===== config.mk =====
export PLATFORM = sky130hd
export DESIGN_NAME = prio_irq_ctrl
export DESIGN_NICKNAME = d
export VERILOG_FILES = /design/src/rtl/prio_irq_ctrl.sv
export SDC_FILE = /design/constraint.sdc
export NUM_CORES = 1
export LEC_CHECK = 0
export ABC_AREA = 1
export CORE_AREA = 2 2 110 133
export CTS_BUF_LIST = sky130_fd_sc_hd__clkbuf_8
export CTS_CLUSTER_DIAMETER = 60
export DETAILED_ROUTE_END_ITERATION = 8
export DIE_AREA = 0 0 112 135
export GPL_ROUTABILITY_DRIVEN = 0
export GPL_TIMING_DRIVEN = 0
export PLACE_DENSITY = 0.78
export SYNTH_ARGS = -nofsm -noshare
export SYNTH_HDL_FRONTEND = slang
export SYNTH_SLANG_ARGS = --single-unit

===== constraint.sdc =====
create_clock -name clk -period 13.6 [get_ports clk]
set_input_delay 1.36 -clock clk [delete_from_list [all_inputs] [get_ports clk]]
set_output_delay 1.36 -clock clk [all_outputs]
set_load 0.03 [all_outputs]

===== src/rtl/prio_irq_ctrl.sv =====
module prio_irq_ctrl #(
  parameter int NSRC   = 8,
  parameter int AW     = 16,
  parameter int ENT_SH = 1
) (
  input  logic                          clk,
  input  logic                          rst_n,
  input  logic                          cfg_we,
  input  logic [$clog2(NSRC+8)-1:0]     cfg_addr,
  input  logic [AW-1:0]                 cfg_wdata,
  input  logic [NSRC-1:0]               src_req,
  input  logic [3:0]                    fault_req,
  input  logic [2:0]                    dbg_req,
  input  logic                          swlp_req,
  input  logic [2:0]                    core_level,
  input  logic                          lp_mode,
  input  logic                          irq_ack,
  output logic                          irq_valid,
  output logic [$clog2(NSRC+8)-1:0]     irq_idx,
  output logic [2:0]                    irq_lvl,
  output logic [AW-1:0]                 irq_vec,
  output logic                          irq_fast,
  output logic                          wake_req
);
  localparam int NT = NSRC + 8;
  localparam int IW = $clog2(NT);
  localparam int SW = (NSRC > 1) ? $clog2(NSRC) : 1;

  logic [AW-1:0]   vbase;
  logic [2:0]      dbg_en;
  logic [1:0]      fs_v;
  logic [SW-1:0]   fs_idx [2];
  logic [AW-1:0]   fvec [2];
  logic [1:0]      s_prio [NSRC];
  logic [NSRC-1:0] s_en, s_edge, prev, epend;

  always_ff @(posedge clk) begin
    if (!rst_n) begin
      vbase  <= '0;
      dbg_en <= '0;
      fs_v   <= '0;
      s_en   <= '0;
      s_edge <= '0;
      for (int j = 0; j < 2; j++) begin
        fs_idx[j] <= '0;
        fvec[j]   <= '0;
      end
      for (int i = 0; i < NSRC; i++) s_prio[i] <= '0;
    end else if (cfg_we) begin
      case (int'(cfg_addr))
        0: vbase  <= cfg_wdata;
        1: dbg_en <= cfg_wdata[2:0];
        2: begin fs_v[0] <= cfg_wdata[AW-1]; fs_idx[0] <= cfg_wdata[SW-1:0]; end
        3: begin fs_v[1] <= cfg_wdata[AW-1]; fs_idx[1] <= cfg_wdata[SW-1:0]; end
        4: fvec[0] <= cfg_wdata;
        5: fvec[1] <= cfg_wdata;
        default: ;
      endcase
      for (int i = 0; i < NSRC; i++)
        if (int'(cfg_addr) == 8 + i) begin
          s_prio[i] <= cfg_wdata[1:0];
          s_en[i]   <= cfg_wdata[2];
          s_edge[i] <= cfg_wdata[3];
        end
    end
  end

  logic          ack_hit;
  logic [IW-1:0] ack_off;
  logic [SW-1:0] ack_sel;
  logic [NSRC-1:0] rise, clr;

  assign ack_hit = irq_ack && irq_valid && (irq_idx >= IW'(8));
  assign ack_off = irq_idx - IW'(8);
  assign ack_sel = ack_off[SW-1:0];
  assign rise    = src_req & ~prev;
  assign clr     = ack_hit ? (NSRC'(1) << ack_sel) : '0;

  always_ff @(posedge clk) begin
    if (!rst_n) begin
      prev  <= '0;
      epend <= '0;
    end else begin
      prev  <= src_req;
      epend <= (epend & ~clr) | rise;
    end
  end

  logic [NT-1:0] c_ok, c_nmi, c_fast, c_slot;
  logic [2:0]    c_rank [NT];

  for (genvar g = 0; g < 4; g++) begin : g_fault
    assign c_ok[g] = fault_req[g];
    assign c_nmi[g] = 1'b1;
    assign c_fast[g] = 1'b0;
    assign c_slot[g] = 1'b0;
    assign c_rank[g] = 3'd5;
  end

  for (genvar g = 0; g < 3; g++) begin : g_dbg
    assign c_ok[4+g] = dbg_req[g] & dbg_en[g];
    assign c_nmi[4+g] = 1'b0;
    assign c_fast[4+g] = 1'b0;
    assign c_slot[4+g] = 1'b0;
    assign c_rank[4+g] = 3'd5;
  end

  assign c_ok[7]   = swlp_req;
  assign c_nmi[7]  = 1'b0;
  assign c_fast[7] = 1'b0;
  assign c_slot[7] = 1'b0;
  assign c_rank[7] = 3'd1;

  for (genvar g = 0; g < NSRC; g++) begin : g_src
    logic h0, h1;
    assign h0 = fs_v[0] && (fs_idx[0] == SW'(g));
    assign h1 = fs_v[1] && (fs_idx[1] == SW'(g));
    assign c_ok[8+g]   = s_en[g] & (s_edge[g] ? epend[g] : src_req[g]);
    assign c_nmi[8+g]  = 1'b0;
    assign c_fast[8+g] = h0 | h1;
    assign c_slot[8+g] = ~h0;
    assign c_rank[8+g] = (s_prio[g] == 2'd3) ? 3'd4 : 3'd2 + {1'b0, s_prio[g]};
  end

  logic          sel_ok, sel_fast, sel_slot;
  logic [2:0]    sel_rank;
  logic [IW-1:0] sel_idx;

  always_comb begin
    sel_ok   = 1'b0;
    sel_fast = 1'b0;
    sel_slot = 1'b0;
    sel_rank = '0;
    sel_idx  = '0;
    for (int k = 0; k < NT; k++)
      if (c_ok[k] && (c_nmi[k] || c_rank[k] > core_level))
        if (!sel_ok || {c_rank[k], c_fast[k]} > {sel_rank, sel_fast}) begin
          sel_ok   = 1'b1;
          sel_rank = c_rank[k];
          sel_fast = c_fast[k];
          sel_slot = c_slot[k];
          sel_idx  = IW'(k);
        end
  end

  assign irq_valid = sel_ok;
  assign irq_idx   = sel_idx;
  assign irq_lvl   = sel_ok ? sel_rank : 3'd0;
  assign irq_fast  = sel_ok & sel_fast;
  assign irq_vec   = !sel_ok ? '0 :
                     sel_fast ? fvec[sel_slot] :
                     vbase + (AW'(sel_idx) << ENT_SH);
  assign wake_req  = lp_mode & (|c_ok);

  assert_mask_R3: assert property (@(posedge clk) disable iff (!rst_n)
    (irq_valid && irq_idx >= IW'(4)) |-> (irq_lvl > core_level));

  assert_fault_wins_R4: assert property (@(posedge clk) disable iff (!rst_n)
    (|fault_req) |-> (irq_valid && irq_lvl == 3'd5 && irq_idx < IW'(4)));

  assert_ack_clears_R9: assert property (@(posedge clk) disable iff (!rst_n)
    (ack_hit && s_edge[ack_sel] && !src_req[ack_sel]) |=> !epend[$past(ack_sel)]);

  assert_wake_sleep_R10: assert property (@(posedge clk) disable iff (!rst_n)
    wake_req |-> lp_mode);

  assert_fast_ordinary_R8: assert property (@(posedge clk) disable iff (!rst_n)
    irq_fast |-> (irq_valid && irq_idx >= IW'(8)));

  assert_sw_lowest_R11: assert property (@(posedge clk) disable iff (!rst_n)
    (irq_valid && irq_idx == IW'(7)) |-> (core_level == 3'd0));
endmodule


======== Word-level counts from Yosys, hierarchy flattened ========
Memory sizes are Yosys's and may differ from the RTL's.
Index checks and enable logic that the tools add are counted.
cells by class
  add/subtract/negate cells ............... 10
  multiply operators ...................... 0
  divide/modulo/power cells ............... 0
  order comparisons ....................... 26
  equal/unequal tests ..................... 35
  shift-type cells ........................ 1
  mux-type cells .......................... 205
  bitwise logic cells ..................... 46
  reductions and logical operators ........ 76
operators by type and width
  cell                                                                    count
  3-bit two-way mux                                                       42
  1-bit two-way mux                                                       122
  4-bit two-way mux                                                       28
  16-bit two-way mux                                                      4
  4-bit greater-than comparator                                           8
  1-bit logical AND                                                       30
  2-bit by 2-bit adder with 3-bit output (first input constant)           8
  3-bit equality test (second input constant)                             8
  3-bit greater-than comparator                                           8
  4-bit greater-than comparator (first input constant)                    6
  2-bit AND reduction                                                     12
  1-bit bitwise OR                                                        20
  16-bit by 5-bit adder with 16-bit output                                1
  8-bit bitwise AND                                                       2
  2-bit equality test (second input constant)                             8
  4-bit by 3-bit equality test with 1-bit output (second input constant)  4
  4-bit equality test (second input constant)                             4
  2-bit two-way mux                                                       8
  8-bit NOT                                                               2
  16-bit OR reduction                                                     1
  1-bit logical NOT                                                       15
  1-bit logical OR                                                        15
  1-bit bitwise AND                                                       13
  3-bit by 2-bit equality test with 1-bit output (second input constant)  4
  other kinds (14)                                                        26
storage, ports and cells
  bits in registers ....................... 53
  bits in latches ......................... 0
  bits in writable memories ............... 54
  memory bits (read-only) ................. 0
  input bits .............................. 44
  output and inout port bits .............. 26
  logic and storage cells ................. 424
  memories kept ........................... 3
memories
  memory  words  width  rd ports  clocked after memory_dff  wr ports  line  source
  fvec    2      16     1         0                         2         33    logic [AW-1:0] fvec [2];
  s_prio  8      2      8         0                         8         34    logic [1:0] s_prio [NSRC];
  fs_idx  2      3      2         0                         2         32    logic [SW-1:0] fs_idx [2];

======== Longest topological paths before layout ========
Gate-level depths: netlist (run 1).
  depth after elaboration ................. 67
  gate-level depth with buffers ........... 100
  gate-level depth less buffers ........... 99

======== Worst setup path before layout (run 1) ========
Ideal clock, no wire load.
  kind .................................... input -> output
  start point ............................. input core_level[2]
  end point ............................... output irq_vec[13]
  arrival time ............................ 12.427 ns
  data required time ...................... 12.240 ns
  path slack .............................. -0.187 ns
  cell stages on the path ................. 94
  buffers on the path ..................... 1
  path through ............................ inv_1 nor2_1 nor2_1 nor2_4 inv_1 ha_1 inv_1 o21ai_0 nand2_1 a21oi_2 o21ai_0 ha_1 nand3_1 o211ai_1 o21ai_0 a21oi_1 nand2_1 o21ai_1 [58 not listed] nand2_1 nand2_1 nand2_2 nand2_4 o21ai_0 ha_1 inv_1 fa_1 o21ai_0 nand2_1 nor2_1 nand3_1 nor3_1 nand3_1 xor2_1 nand2_1 nand2_1 nor2_1
on the way
  longest elaborated chain between the ends .. 50
  elaborated cells between the ends (all ways) .. 158
  those cells by class .................... 1 x add/sub; 21 x order compare; 101 x mux; 34 x reduce/logical; 1 x memory
RTL lines
  item                                                                       line  source
  from (decl)                                                                15    input logic [2:0] core_level,
  3-bit greater-than comparator                                              136   if (c_ok[k] && (c_nmi[k] || c_rank[k] > core_level))
  1-bit logical AND                                                          136
  3-bit two-way mux / 1-bit two-way mux (equally long branches)              136
  4-bit greater-than comparator / 1-bit logical NOT (equally long branches)  137   if (!sel_ok || {c_rank[k], c_fast[k]} > {sel_rank, sel_fast}) begin
  1-bit logical OR                                                           137
  3-bit two-way mux / 1-bit two-way mux (equally long branches)              137
  3-bit two-way mux / 1-bit two-way mux (equally long branches)              136
  4-bit greater-than comparator / 1-bit logical NOT (equally long branches)  137
  [35 not listed]                                                            --
  4-bit greater-than comparator / 1-bit logical NOT (equally long branches)  137
  1-bit logical OR                                                           137
  4-bit two-way mux                                                          137
  4-bit two-way mux (*)                                                      136
  net irq_idx[0]                                                             19    output logic [$clog2(NSRC+8)-1:0] irq_idx,
  16-bit by 5-bit adder with 16-bit output (*)                               152   vbase + (AW'(sel_idx) << ENT_SH);
  16-bit two-way mux (*)                                                     151   sel_fast ? fvec[sel_slot] :
  16-bit two-way mux (*)                                                     150   assign irq_vec = !sel_ok ? '0 :
  to (decl)                                                                  21    output logic [AW-1:0] irq_vec,
The timed path passes the listed nets; every way through them passes the cells marked *.

======== Worst setup path after layout (run 1) ========
  start point ............................. input core_level[2]
  end point ............................... output irq_vec[13]
on the way
  longest elaborated chain between the ends .. 50
  elaborated cells between the ends (all ways) .. 158
  those cells by class .................... 1 x add/sub; 21 x order compare; 101 x mux; 34 x reduce/logical; 1 x memory
RTL lines
  item                                                                                  line
  3-bit greater-than comparator                                                         136
  1-bit logical AND                                                                     136
  3-bit two-way mux / 1-bit two-way mux (equally long branches)                         136
  4-bit greater-than comparator / 1-bit logical NOT (equally long branches)             137
  1-bit logical OR                                                                      137
  3-bit two-way mux / 1-bit two-way mux (equally long branches)                         137
  3-bit two-way mux / 1-bit two-way mux (equally long branches)                         136
  4-bit greater-than comparator / 1-bit logical NOT (equally long branches)             137
  [34 not listed]                                                                       --
  1-bit two-way mux / 3-bit two-way mux (equally long branches)                         136
  4-bit greater-than comparator / 1-bit logical NOT (equally long branches)             137
  1-bit logical OR                                                                      137
  4-bit two-way mux / 1-bit two-way mux (equally long branches)                         137
  4-bit two-way mux / 1-bit two-way mux (equally long branches)                         136
  16-bit by 5-bit adder with 16-bit output / memory 2 x 16 bit (equally long branches)  --
  16-bit two-way mux                                                                    151
  16-bit two-way mux (*)                                                                150
Mark *: on every way between the ends. The rest lies on a longest branch, timed or not.

==> results by group, run 1 <==
Synthesis
  • Top_reg_cell synth: edfxtp_1
  • Register area share after synthesis: 36.5%
  • Warnings, synthesis: 0
  • Most frequent cell after synthesis: nand2_1
  • Yosys top cell by area: edfxtp_1
  • Syn Nets: 1130
  • Post-Syn Instances: 1025
  • Post-synth top area share: 22.1%
  • EDFF count, synth: 54
  • Synth cell count leaders: 234 x nand2_1, 169 x inv_1, 140 x nor2_1, 87 x nand3_1, 60 x ha_1
  • Yosys reg bits: 107
  • Ys async rst share: 0%
  • Avg Inst Size Synth: 7.17 um^2
  • Cell Area, Synth: 0.00735 mm^2
  • Distinct cells, synth: 41
  • Synth area leaders: edfxtp_1 22%, dfxtp_1 14%, nand2_1 12%, ha_1 10%, inv_1 8.6%

CTS
  • Clock buffer depth: 2
  • Clk root buf: clkbuf_8
  • # hold bufs at CTS: 0
  • CTS tree: yes
  • CTS sink cnt: 107
  • Clock Latency Late Sink: 380 ps
  • Inserted Clock Buffers: 9
  • Clk slew on worst S/H paths: 90 ps
  • H-tree levels: 3

Place
  • Post-DP HPWL: 14.3 mm
  • IO Port Bufs: 68
  • Placed Cells: 1264
  • Placed inst area: 0.00825 mm^2
  • Pre-CTS setup slack: -2670 ps

Routing
  • Drt first-iter violations: 1425
  • Post-route ant nets: 0
  • Routed WL: 29.9 mm
  • 1st-pass router iterations: 9
  • Vias/cell: 6.09
  • Avg WL per Cell: 21.2 um
  • DRC: 21
  • Vias after detailed routing: 8606

Run status
  • Status: complete, but fails checks
  • Failing checks: DRC, setup timing

Power and ir drop
  • IR Drop Worst-Case VDD: 0.0000792 V
  • Power Total: 0.781 mW
  • Sw frac: 29.8%
  • Pint: 0.549 mW
  • Power Density: 74.3 mW/mm^2
  • Switching power: 0.232 mW
  • Cell leakage power: 5.04 nW
  • Power share of the combinational group: 25.3%
  • Register share of total power: 46.5%
  • Clock share of power: 28.2%

Setup path
  • Slowest cell on crit path: a21oi_4
  • Critical path fanouts, max: 7
  • Critical Path AT: 13830 ps
  • Critical path capture point type: output port
  • Crit Path Category: input port to output port
  • Worst EP required: 12240 ps
  • Worst Setup Start Kind: input port
  • Max incr delay on CP: 380 ps
  • CP most frequent cell: nand2_1
  • Worst R2R Setup Slack: 1760 ps

GRT
  • GRT Residual Overflow: 0
  • Vias in the first global route: 7630
  • Initial antenna violation count: 1
  • Largest net degree at the start of global routing: 18
  • GR Util All Layers: 30.5%
  • First-pass GRT wire length: 36.8 mm

Hold path
  • HP Class: flip-flop to flip-flop

Die
  • Chip width: 112 um
  • Die Span Y: 135 um
  • Top Ports: 70
  • Starting Density: 53.4%
  • FP Rows: 47
  • Core area: 0.0138 mm^2
  • Die area: 0.0151 mm^2

Layout
  • Post-Layout Cell Count: 1412
  • Area Growth Syn to Fin: 43.2%
  • Fin util: 76.5%
  • Nets: 1341
  • N_diodes: 0
  • Number of fill cells: 866
  • Layout cells sized above 1: 30.0%
  • Fin area: 0.0105 mm^2

STA
  • Worst Max-Slew Pin Slew: 836 ps
  • TNS Setup: -25510 ps
  • Fmax: 65.8 MHz
  • WHS: 412 ps
  • RSZ-0062 raised after global routing: yes
  • Max-slew violation count: 0
  • Final setup fails: 24
  • Post-layout worst setup margin: -1590 ps
  • Period utilisation layout: 112%
  • Clock Skews: 13.6 ps
  • Rel. slew slack: 44.1%
  • Crit path time final: 15190 ps
  • Final hold violation count: 0

Flow run
  • Max-cap violation count: 0
## layout by cell type (no fill, tap or decap), drive strengths merged, types with 2 or more instances in the layout
| master | synthesis | final |
|---|---|---|
| nand2 | 250 | 250 |
| inv | 171 | 171 |
| buf | 5 | 155 |
| nor2 | 145 | 145 |
| nand3 | 95 | 95 |
| o21ai | 63 | 63 |
| ha | 60 | 60 |
| edfxtp | 54 | 54 |
| dfxtp | 53 | 53 |
| a21oi | 51 | 51 |
| clkdlybuf4s50 | 0 | 40 |
| clkbuf | 21 | 37 |
| xor2 | 12 | 12 |
| o22ai | 11 | 11 |
| nor3 | 9 | 9 |
| o211ai | 5 | 5 |
| nand4 | 5 | 5 |
| dlymetal6s2s | 0 | 4 |
| clkinv | 2 | 4 |
| nand3b | 3 | 3 |
| clkinvlp | 0 | 2 |
| a211oi | 2 | 2 |
| bufinv | 0 | 2 |
| nor4 | 2 | 2 |
## state kept, by name, summed over array words and instances, names as in the netlist
name    flops
fvec       32
s_prio     16
vbase      16
epend       8
prev        8
s_edge      8
s_en        8
fs_idx      6
dbg_en      3
fs_v        2
## critical path: cells and delay by family
family	cells	cell delay [ps]
AOI/OAI and AO/OA	18	2680
xor gates and xnor gates	1	170
and+or+nand+nor	45	4590
adders and majority gates	10	2800
buffers and inverters	19	2130
## repair_timing
action                     in CTS  in global routing
buffers inserted               89                 48
gates cloned                    0                  1
setup endpoints to repair      24                 24
pin swaps                      52                115
resized for setup             160                223
## cells by family (layout without fill, tap and decap cells)
| family | after synthesis | after routing | share of synthesized area, % |
|---|---|---|---|
| and+or+nand+nor | 510 | 510 | 30.8 |
| adders and majority gates | 61 | 61 | 10.5 |
| DFF | 107 | 107 | 36.5 |
| xor gates and xnor gates | 13 | 13 | 1.55 |
| buffers and inverters | 199 | 415 | 10.7 |
| AOI/OAI and AO/OA | 135 | 135 | 9.96 |
## final cells by class
cell class | instances | area, um^2 | area share [%]
buffer | 26 | 150 | 1.43
multi-input combinational | 719 | 4860 | 46.2
inverter | 173 | 674 | 6.41
timing repair buffer | 200 | 1710 | 16.3
clock buffer | 10 | 138 | 1.31
sequential | 107 | 2680 | 25.5
clock inverter | 6 | 86.3 | 0.821
tap | 171 | 214 | 2.03
## final timing paths
kind	startpoint	to	cells past startpoint
setup / recovery	core_level[2]	irq_vec[13]	93
hold / removal	prev[1]$_SDFF_PN0_	epend[1]$_SDFF_PN0_	1
setup reg to reg	s_prio[0][1]$_SDFFCE_PN0P_	epend[1]$_SDFF_PN0_	86
hold reg to reg	prev[1]$_SDFF_PN0_	epend[1]$_SDFF_PN0_	1
## layer usage
layer	wire length [um]	global-route usage [%]	vias up
li1	-	-	3744
met1	10000	35.5	3882
met2	13600	52.9	718
met3	3480	4.31	260
met4	2720	19.3	2
met5	13	0	-
## power groups by stage
stage | registers (mW) | clock network (mW) | logic [mW]
6_report | 0.363 | 0.220 | 0.198
5_1_grt | 0.364 | 0.230 | 0.207
4_1_cts | 0.362 | 0.218 | 0.154
3_5_place_dp | 0.369 | 0 | 0.117
3_3_place_gp | 0.368 | 0 | 0.114
2_1_floorplan | 0.366 | 0 | 0.0762
Note: power is estimated with default switching activity, not from simulation.
==> run 2: changes to the inputs <==
Settings changed: CORE_AREA 2 2 110 133 to 2 2 111 134, CTS_BUF_LIST sky130_fd_sc_hd__clkbuf_8 to not set, DIE_AREA 0 0 112 135 to 0 0 113 136, PLACE_DENSITY 0.78 to 0.77.
==> run 2 against run 1 <==
  * The run still ends with DRC, setup timing left
  * Sequential power is essentially flat
  * Flip-flop and latch count stayed put
  * Highest routed layer is now met4
  * Clock-buffer cell count unchanged
  * Maximum frequency increased by 4.3%
==> results by group, run 2 (synthesis results as in run 1) <==
Power and ir drop
  • IR Drop Worst-Case VDD: 0.0000770 V (-2.8%)
  • Power Density: 75.7 mW/mm^2 (+1.9%)
  • Cell leakage power: 5.09 nW (+1.1%)

Die
  • Top Ports: 70 (unchanged)
  • Core area: 0.0142 mm^2 (+3.0%)
  • Die Span Y: 136 um (+0.74%)
  • Chip width: 113 um (+0.89%)
  • FP Rows: 48 (+2.1%)
  • Starting Density: 51.8% (-1.6 points)
  • Die area: 0.0154 mm^2 (+1.6%)

Setup path
  • Worst R2R Path Depth: 85 (-1.2%)
  • Slowest cell on crit path: fa_2
  • Max incr delay on CP: 410 ps (+30 ps)
  • Reg2reg start: s_prio[0][1]$_SDFFCE_PN0P_
  • Critical path capture point type: output port
  • CP most frequent cell: nand2_2
  • Worst R2R Setup Slack: 2330 ps (+570 ps)
  • R2R Path End: epend[1]$_SDFF_PN0_
  • Critical Path AT: 13200 ps (-630 ps)
  • Crit path from: fault_req[1]
  • Worst EP required: 12240 ps (about the same)
  • Critical path fanouts, max: 7 (unchanged)
  • Worst Setup Start Kind: input port
  • Crit Path Category: input port to output port

STA
  • Post-layout worst setup margin: -960 ps (+632 ps)
  • Fmax: 68.7 MHz (+4.3%)
  • Final hold violation count: 0 (unchanged)
  • TNS Setup: -10590 ps (+14920 ps)
  • Final setup fails: 20 (-17%)
  • Worst Max-Slew Pin Slew: 809 ps (-27.6 ps)
  • Period utilisation layout: 107% (-4.7 points)
  • RSZ-0062 raised after global routing: yes
  • Crit path time final: 14560 ps (-632 ps)
  • Clock Skews: 7.62 ps (-6.00 ps)
  • Rel. slew slack: 46.0% (+1.8 points)
  • Max-slew violation count: 0 (unchanged)

GRT
  • GRT busiest layer: met2
  • Met3 usage: 3.83% (-0.47 points)
  • GRT Residual Overflow: 0 (unchanged)
  • GR Util met2: 54.1% (+1.2 points)
  • Vias in the first global route: 7559 (-0.93%)
  • Initial antenna violation count: 1 (unchanged)
  • Met1 Use GR: 37.6% (+2.1 points)
  • Largest net degree at the start of global routing: 19 (+1)
  • First-pass GRT wire length: 37.6 mm (+2.0%)
  • GR Util All Layers: 30.9% (+0.44 points)

CTS
  • Clk root buf: clkbuf_16
  • Clock buffer depth: 2 (unchanged)
  • Inserted Clock Buffers: 9 (unchanged)
  • Clk slew on worst S/H paths: 60 ps (-30 ps)
  • H-tree levels: 3 (unchanged)
  • CTS sink cnt: 107 (unchanged)
  • Clock Latency Late Sink: 350 ps (-30 ps)
  • CTS tree: yes

Routing
  • Drt first-iter violations: 1110 (-22%)
  • Vias/cell: 5.82 (-4.4%)
  • DRC: 2 (-90%)
  • Post-route ant nets: 0 (unchanged)
  • 1st-pass router iterations: 8 (-1)
  • Avg WL per Cell: 19.6 um (-7.3%)
  • Vias after detailed routing: 8277 (-3.8%)
  • Routed WL: 27.9 mm (-6.7%)

Layout
  • Nets: 1345 (+0.30%)
  • Regs by FF count: fvec: 32 flops, s_prio: 16 flops, vbase: 16 flops
  • Post-Layout Cell Count: 1421 (+0.64%)
  • Max reg flops: 32 (unchanged)
  • Layout cells sized above 1: 30.5% (+0.55 points)
  • Commonest non-fill, non-tap cell in the layout: nand2_1
  • Area Growth Syn to Fin: 44.9%
  • Top reg by flops: fvec
  • Most frequent cells in the layout: 185 x nand2_1, 147 x inv_1, 135 x buf_4

Run status
  • Status: complete, but fails checks
  • Failing checks: DRC, setup timing

Hold path
  • Hold wc startpoint: prev[3]$_SDFF_PN0_
  • Hold Path Cell Cnt: 1 (unchanged)
  • Hold EP: epend[3]$_SDFF_PN0_
  • HP Class: flip-flop to flip-flop

Flow run
  • Max-cap violation count: 0 (unchanged)

Place
  • Placed Cells: 1268 (+0.32%)
  • Post-DP HPWL: 14.4 mm (+0.24%)
  • IO Port Bufs: 68 (unchanged)
run 2: cell type report:
cell class,instances,area [um^2]
clock buffers,10,239
clock inverters,6,47.5
multi-input cells,719,4880
diodes,1,2.50
repair buffers,204,1750
flip-flops and latches,107,2680
fillers,919,3520
inverters,173,672
plain buffers,26,154
well taps,175,219
run 2: through the flow:
stage | power [mW] | hold WS (ps) | area (um^2) | utilization (%) | setup WS [ps]
after floorplan | 0.443 | 389 | 7360 | - | 121
after global placement | 0.482 | 391 | 8260 | 58.3 | -2600
after detailed placement | 0.486 | 394 | 8260 | 58.3 | -2770
after CTS | 0.766 | 404 | 9780 | 69.0 | -10.9
after global routing | 0.833 | 426 | 10700 | 75.1 | -1270
final | 0.806 | 405 | 10700 | 75.1 | -960
run 2: repair_timing:
action | 4_1_cts | 5_1_grt
hold buffers | 0 | 0
endpoints found under the hold margin | 0 | 0
setup endpoints to repair | 24 | 24
setup buffers | 107 | 36
gates cloned | 0 | 1
gates resized for setup | 168 | 220
pin swaps | 68 | 126
run 2: per-layer routing:
metal / part of all wire (%) / up-vias
li1: - / 3741
met1: 36 / 3762
met2: 48 / 586
met3: 9.7 / 188
met4: 6.9 / 0
met5: 0 / -
run 2: worst max-delay path, delay by kind of cell:
family,cells,cell delay (ps)
adders and majority gates,10,2700
buffers and inverters,19,1710
and+or+nand+nor,49,4670
AOI/OAI and AO/OA,17,2530
xor gates and xnor gates,1,180
run 2: worst max-delay path by stage:
stage | endpoint | slack [ps] | depth (start not counted)
floorplan | irq_vec[12] | 120 | 95
global placement | irq_vec[15] | -2600 | 95
detailed placement | irq_vec[15] | -2770 | 95
CTS | irq_vec[15] | -10 | 100
global route | irq_vec[13] | -1270 | 96
finish | irq_vec[13] | -960 | 96
run 2: where the power goes:
| group | internal, mW | total (mW) | switching (mW) | leakage (nW) |
|---|---|---|---|---|
| Sequential | 0.354 | 0.363 | 0.00827 | 0.950 |
| Combinational | 0.0833 | 0.192 | 0.109 | 4.00 |
| Clock | 0.131 | 0.251 | 0.120 | 0.139 |
